`config.mk`:
```
export PLATFORM = sky130hd
export DESIGN_NAME = fde_ctrl
export DESIGN_NICKNAME = d
export VERILOG_FILES = /design/src/rtl/fde_pkg.sv /design/src/rtl/fde_decoder.sv /design/src/rtl/fde_regfile.sv /design/src/rtl/fde_alu.sv /design/src/rtl/fde_ctrl.sv
export SDC_FILE = /design/constraint.sdc
export NUM_CORES = 1
export LEC_CHECK = 0
export ABC_AREA = 1
export BUFFER_PORTS_ARGS = -buffer_cell sky130_fd_sc_hd__buf_2
export CAP_MARGIN = 20
export CORE_ASPECT_RATIO = 1.75
export CORE_MARGIN = 2
export CORE_UTILIZATION = 50
export DETAILED_ROUTE_END_ITERATION = 8
export PLACE_DENSITY = 0.73
export REMOVE_ABC_BUFFERS = 1
export SETUP_SLACK_MARGIN = 0.4
export SLEW_MARGIN = 20
export SYNTH_ARGS = -nofsm -noshare
export SYNTH_HDL_FRONTEND = slang
export SYNTH_SLANG_ARGS = --single-unit
```
`constraint.sdc`:
```
create_clock -name clk -period 6.7 [get_ports clk]
set_input_delay 1.005 -clock clk [delete_from_list [all_inputs] [get_ports clk]]
set_output_delay 1.005 -clock clk [all_outputs]
set_load 0.01 [all_outputs]
```
`src/rtl/fde_pkg.sv`:
```
package fde_pkg;

  localparam int INSTR_W = 16;
  localparam int ADDR_W  = 8;
  localparam int RSEL_W  = 2;

  typedef enum logic [3:0] {
    OP_NOP   = 4'h0,
    OP_LOAD  = 4'h1,
    OP_STORE = 4'h2,
    OP_ALU   = 4'h3,
    OP_CMP   = 4'h4,
    OP_JMP   = 4'h5,
    OP_BGE   = 4'h6,
    OP_HALT  = 4'hF
  } opcode_e;

  typedef enum logic [2:0] {
    FN_ADD = 3'd0,
    FN_SUB = 3'd1,
    FN_AND = 3'd2,
    FN_OR  = 3'd3,
    FN_XOR = 3'd4,
    FN_INC = 3'd5,
    FN_DEC = 3'd6,
    FN_SHL = 3'd7
  } alu_fn_e;

  typedef enum logic [1:0] {
    ST_FETCH  = 2'd0,
    ST_DECODE = 2'd1,
    ST_EXEC   = 2'd2,
    ST_HALT   = 2'd3
  } phase_e;

  typedef struct packed {
    logic              ld;
    logic              st;
    logic              alu;
    logic              cmp;
    logic              jmp;
    logic              bge;
    logic              halt;
    alu_fn_e           fn;
    logic [RSEL_W-1:0] ra;
    logic [RSEL_W-1:0] rb;
    logic [RSEL_W-1:0] rd;
    logic [ADDR_W-1:0] addr;
  } ctrl_t;

endpackage

```
`src/rtl/fde_decoder.sv`:
```
module fde_decoder
  import fde_pkg::*;
(
  input  logic [INSTR_W-1:0] cir,
  output ctrl_t              ctrl
);

  opcode_e op;
  logic    unused_bits;

  assign op          = opcode_e'(cir[15:12]);
  assign unused_bits = ^cir[9:8];

  always_comb begin
    ctrl      = '0;
    ctrl.fn   = alu_fn_e'(cir[6:4]);
    ctrl.ra   = cir[3:2];
    ctrl.rb   = cir[1:0];
    ctrl.rd   = cir[11:10];
    ctrl.addr = cir[7:0];
    case (op)
      OP_LOAD:  ctrl.ld   = 1'b1;
      OP_STORE: ctrl.st   = 1'b1;
      OP_ALU:   ctrl.alu  = 1'b1;
      OP_CMP:   ctrl.cmp  = 1'b1;
      OP_JMP:   ctrl.jmp  = 1'b1;
      OP_BGE:   ctrl.bge  = 1'b1;
      OP_HALT:  ctrl.halt = 1'b1;
      default:  ;
    endcase
  end

endmodule

```
`src/rtl/fde_regfile.sv`:
```
module fde_regfile #(
  parameter int DATA_W = 8,
  parameter int NREGS  = 4,
  localparam int SEL_W = $clog2(NREGS)
) (
  input  logic              clk,
  input  logic              rst_n,
  input  logic              we,
  input  logic [SEL_W-1:0]  waddr,
  input  logic [DATA_W-1:0] wdata,
  input  logic [SEL_W-1:0]  raddr_a,
  input  logic [SEL_W-1:0]  raddr_b,
  output logic [DATA_W-1:0] rdata_a,
  output logic [DATA_W-1:0] rdata_b
);

  logic [DATA_W-1:0] regs [NREGS];

  for (genvar g = 0; g < NREGS; g++) begin : g_reg
    always_ff @(posedge clk) begin
      if (!rst_n) begin
        regs[g] <= '0;
      end else if (we && (waddr == SEL_W'(g))) begin
        regs[g] <= wdata;
      end
    end
  end

  assign rdata_a = regs[raddr_a];
  assign rdata_b = regs[raddr_b];

endmodule

```
`src/rtl/fde_alu.sv`:
```
module fde_alu
  import fde_pkg::*;
#(
  parameter int DATA_W = 8
) (
  input  alu_fn_e           fn,
  input  logic [DATA_W-1:0] a,
  input  logic [DATA_W-1:0] b,
  output logic [DATA_W-1:0] y,
  output logic              gt,
  output logic              eq,
  output logic              lt
);

  function automatic logic [DATA_W-1:0] alu_calc(
    input alu_fn_e           f,
    input logic [DATA_W-1:0] x,
    input logic [DATA_W-1:0] z
  );
    case (f)
      FN_ADD:  return x + z;
      FN_SUB:  return x - z;
      FN_AND:  return x & z;
      FN_OR:   return x | z;
      FN_XOR:  return x ^ z;
      FN_INC:  return x + DATA_W'(1);
      FN_DEC:  return x - DATA_W'(1);
      default: return {x[DATA_W-2:0], 1'b0};
    endcase
  endfunction

  function automatic logic [2:0] cmp_calc(
    input logic [DATA_W-1:0] x,
    input logic [DATA_W-1:0] z
  );
    return {x > z, x == z, x < z};
  endfunction

  assign y            = alu_calc(fn, a, b);
  assign {gt, eq, lt} = cmp_calc(a, b);

endmodule

```
`src/rtl/fde_ctrl.sv`:
```
module fde_ctrl
  import fde_pkg::*;
#(
  parameter int DATA_W   = 8,
  parameter int NUM_REGS = 4
) (
  input  logic                clk,
  input  logic                rst_n,
  output logic [ADDR_W-1:0]   imem_addr,
  input  logic [INSTR_W-1:0]  imem_rdata,
  output logic [ADDR_W-1:0]   dmem_addr,
  output logic                dmem_re,
  output logic                dmem_we,
  output logic [DATA_W-1:0]   dmem_wdata,
  input  logic [DATA_W-1:0]   dmem_rdata,
  output logic [DATA_W-1:0]   acc_o,
  output logic [2:0]          flags_o,
  output logic [1:0]          phase_o,
  output logic                halted_o
);

  localparam int SEL_W = $clog2(NUM_REGS);

  phase_e             state_q;
  logic [ADDR_W-1:0]  pc_q;
  logic [INSTR_W-1:0] cir_q;
  logic [DATA_W-1:0]  acc_q;
  logic [2:0]         flags_q;

  ctrl_t              ctrl;
  logic [DATA_W-1:0]  opa;
  logic [DATA_W-1:0]  opb;
  logic [DATA_W-1:0]  alu_y;
  logic               c_gt;
  logic               c_eq;
  logic               c_lt;

  // Named events for the bound checker.
  logic               in_exec;
  logic               rf_we;
  logic               ev_cmp_exec;
  logic               ev_bge_exec;
  logic               ev_pc_load;
  logic [ADDR_W-1:0]  ev_target;

  fde_decoder u_dec (
    .cir  (cir_q),
    .ctrl (ctrl)
  );

  fde_regfile #(
    .DATA_W (DATA_W),
    .NREGS  (NUM_REGS)
  ) u_rf (
    .clk     (clk),
    .rst_n   (rst_n),
    .we      (rf_we),
    .waddr   (SEL_W'(ctrl.rd)),
    .wdata   (dmem_rdata),
    .raddr_a (SEL_W'(ctrl.ra)),
    .raddr_b (SEL_W'(ctrl.rb)),
    .rdata_a (opa),
    .rdata_b (opb)
  );

  fde_alu #(
    .DATA_W (DATA_W)
  ) u_alu (
    .fn (ctrl.fn),
    .a  (opa),
    .b  (opb),
    .y  (alu_y),
    .gt (c_gt),
    .eq (c_eq),
    .lt (c_lt)
  );

  assign in_exec     = (state_q == ST_EXEC);
  assign rf_we       = in_exec & ctrl.ld;
  assign ev_cmp_exec = in_exec & ctrl.cmp;
  assign ev_bge_exec = in_exec & ctrl.bge;
  assign ev_pc_load  = in_exec & (ctrl.jmp | (ctrl.bge & (flags_q[2] | flags_q[1])));
  assign ev_target   = ctrl.addr;

  always_ff @(posedge clk) begin
    if (!rst_n) begin
      state_q <= ST_FETCH;
      pc_q    <= '0;
      cir_q   <= '0;
      acc_q   <= '0;
      flags_q <= '0;
    end else begin
      case (state_q)
        ST_FETCH: begin
          cir_q   <= imem_rdata;
          pc_q    <= pc_q + ADDR_W'(1);
          state_q <= ST_DECODE;
        end
        ST_DECODE: begin
          state_q <= ST_EXEC;
        end
        ST_EXEC: begin
          if (ctrl.alu)  acc_q   <= alu_y;
          if (ctrl.cmp)  flags_q <= {c_gt, c_eq, c_lt};
          if (ev_pc_load) pc_q   <= ev_target;
          state_q <= ctrl.halt ? ST_HALT : ST_FETCH;
        end
        default: begin
          state_q <= ST_HALT;
        end
      endcase
    end
  end

  assign imem_addr  = pc_q;
  assign dmem_addr  = ctrl.addr;
  assign dmem_re    = (state_q == ST_DECODE) & ctrl.ld;
  assign dmem_we    = in_exec & ctrl.st;
  assign dmem_wdata = acc_q;
  assign acc_o      = acc_q;
  assign flags_o    = flags_q;
  assign phase_o    = state_q;
  assign halted_o   = (state_q == ST_HALT);

endmodule

```
==> impl_metrics.ini <==
[floorplan]
die_x_um = 77.91
initial_core_util_pct = 50.80
die_y_um = 133.3
fp.coreArea_um2 = 9409
ios = 66
die-area_um2 = 10390
placementRows = 47

[power_and_ir_drop]
power_switching_mw = 0.5133
p_leak_nw = 2.503
switching_share_pct = 35.32
pwr-share-clk_pct = 33.8
combPwrFrac_pct = 31.1
p_int_mw = 0.9400
powerDensity_nw_per_um2 = 272.1
p_seq_share_pct = 35.0
ir_worst_vdd_mv = 0.1871

[sta]
maxSlewViolCount = 0
grt_setup_unrepaired = no
fin_skew_ns = 0.007353
whs_ns = 0.4715
post-route-period-util_pct = 52.53
finalHoldViolCount = 0
fin_setup_tns_ns = 0
maxSlewHeadroom_pct = 30.64
worst_pin_slew_ns = 1.032
finalCriticalPeriod_ns = 3.519
fmax_mhz = 284.1
finalSetupViolations = 0
setup_slack_ns = 3.181

[routing]
vias = 4374
dr.pass1.iters = 6
routedWlPerCell_um = 15.11
drt_wl_total_mm = 12.19
ant_nets = 0
drc = 0
initialDrtViolationCount = 254
viasPerCell = 5.420

[synthesis]
yosys.area.top_type = edfxtp_1
synthArstFlopShare_pct = 0
synthFlopType = dfxtp_1
syn_area_per_cell_um2 = 7.445
synth_warnings = 0
synth.cell_area_um2 = 4780
synth_area_leaders = edfxtp_1, dfxtp_1, nand2_1
yosysMostFrequentCell = nand2_1
ys_seq_area_share_pct = 36.44
synth-edff-count = 32
synth-seq-cells = 71
synth_top_cell_area_share_pct = 20.10
syn_inst = 642
synth_cell_types = 40
synthTopCellsByCount = nand2_1, nor2_1, inv_1

[critical_path]
crit_path_end_kind = register
cp_top_family = simple AND/OR/NAND/NOR gates
critPathMaxFanout = 17
cp_slowest_cell = dfxtp_1
cp.buffers_inverters = 4
crit_top_cell = nand2_1
r2r_setup_slack_ns = 3.18
crit_path_max_incr_delay_ns = 0.73
crit_chain = inv_4, nand2_1, nand3_2, nand2_4, ha_1, inv_1, nor2_1, inv_1, nor3_1, nand2_1, nand2_1, o21ai_0, ha_1, a21oi_1, o21ai_0, a31oi_1, inv_1, nand3_1, nand3_1, nand2_1, nand2_1, a21oi_2
critical_path_class = reg -> reg
required_ns = 6.97
crit_path_start_kind = register
arrival_ns = 3.79

[cts]
clk_pin_slew_worst_paths_ns = 0.06
root_buffer = clkbuf_16
cts_buffers = 9
clock_sinks = 71
cts_resized = 0
cts_setup_buffers = 0
insertion_delay_ns = 0.34
cts_tree = done
cts_max_level = 3
clockBufferDepth = 2
cts_hold_buffers = 0

[worst_hold_path]
min-delay-start = acc_o[1]
min-delay-path-class = reg -> reg

[status]
outcome = finished clean

[finish]
area_growth_syn_to_layout_pct = 11.75
final_nets = 741
final_util_pct = 56.77
drive_gt1_share_pct = 16.79
nFillCells = 896
n_antenna_cell = 0

[placement]
gp_congestion = 0.9189
place_ws_ns = 3.251
io_buffer_count = 63
dp_hpwl_mm = 9.435

[grt]
grt_pass1_vias = 4205
grt_pass1_wl_mm = 19.44
grt_util_all_layers_pct = 23.60
grt_start_max_net_pins = 32
grt_overflow = 0
grt_antenna_before_repair = 0

[run]
drv_cap = 0
worst min-delay path: stages (launching register included):
cell and delay [ns]:
dfxtp_1 0.31, nand2_1 0.06, a21oi_1 0.05
routing by layer:
metal	up-vias	share of wire [%]	routed length [µm]	track usage, %
met1	2030	38	4587	23.52
met4	0	3.0	367	11.31
met2	106	56	6843	45.83
met5	-	0	0	0
li1	2208	-	-	-
met3	30	3.2	393	3.997
worst paths after layout:
path | endpoint | cells after the start
max | acc_o[7] | 22
min | acc_o[1] | 2
max reg2reg | acc_o[7] | 22
min reg2reg | acc_o[1] | 2
per-stage QoR:
| step | cell area, µm² | std cells | power (mW) |
|---|---|---|---|
| 4_1_cts | 5341 | 807 | 1.458 |
| 2_1_floorplan | 4559 | 606 | 0.8405 |
| 3_3_place_gp | 5027 | 791 | 0.9502 |
| 5_1_grt | 5341 | 807 | 1.538 |
| 6_report | 5341 | 807 | 1.453 |
| 3_5_place_dp | 5027 | 791 | 0.9638 |
state kept, by name, summed over array words and instances, names as in the netlist, named ones only:
| register | flops |
|---|---|
| u_rf.regs | 32 |
| cir_q | 14 |
| acc_o | 8 |
| imem_addr | 8 |
| flags_o | 3 |
| phase_o | 2 |
power groups by stage:
stage	logic, mW	registers (mW)	clock network (mW)
final	0.452	0.509	0.492
after detailed placement	0.446	0.518	0
after floorplan	0.325	0.516	0
after global routing	0.509	0.513	0.516
after CTS	0.449	0.509	0.501
after global placement	0.434	0.517	0
cell usage in the layout, fill, tap and decap left out, drive strengths merged:
| cell type | count |
|---|---|
| nand2 | 146 |
| nor2 | 78 |
| inv | 76 |
| buf | 63 |
| a21oi | 58 |
| o21ai | 45 |
| dfxtp | 39 |
| nand3 | 39 |
| ha | 33 |
| edfxtp | 32 |
| clkbuf | 13 |
| nor3 | 11 |
| a221oi | 8 |
| nand4 | 7 |
| a32oi | 7 |
| a31oi | 5 |
| xor2 | 4 |
| o211ai | 3 |
| or2 | 3 |
| clkinv | 3 |
| o221ai | 2 |
| a211oi | 2 |
| fa | 2 |
| nor4 | 2 |
| o21bai | 1 |
| a21boi | 1 |
| a41oi | 1 |
| o311ai | 1 |
layout make-up:
type	count	area (µm²)	share of cell area [%]
clock buffer	13	291.5	5.458
clock inverter	3	22.52	0.4216
inverter	76	287.8	5.388
multi-input combinational	459	2530	47.36
sequential	71	1742	32.61
tap	122	152.6	2.858
timing repair buffer	63	315.3	5.903
cells by family (layout without fill, tap and decap cells):
logic type | count (synthesis) | in the layout | share of synthesized area [%]
AO/OA/AOI/OAI | 134 | 134 | 16.26
XOR/XNOR | 4 | 4 | 0.7329
adder cells (fa/ha/maj) | 35 | 35 | 9.477
buffers and inverters | 112 | 155 | 10.63
flip-flops | 71 | 71 | 36.44
AND/OR/NAND/NOR | 286 | 286 | 26.47
Note: power is estimated with default switching activity, not from simulation.
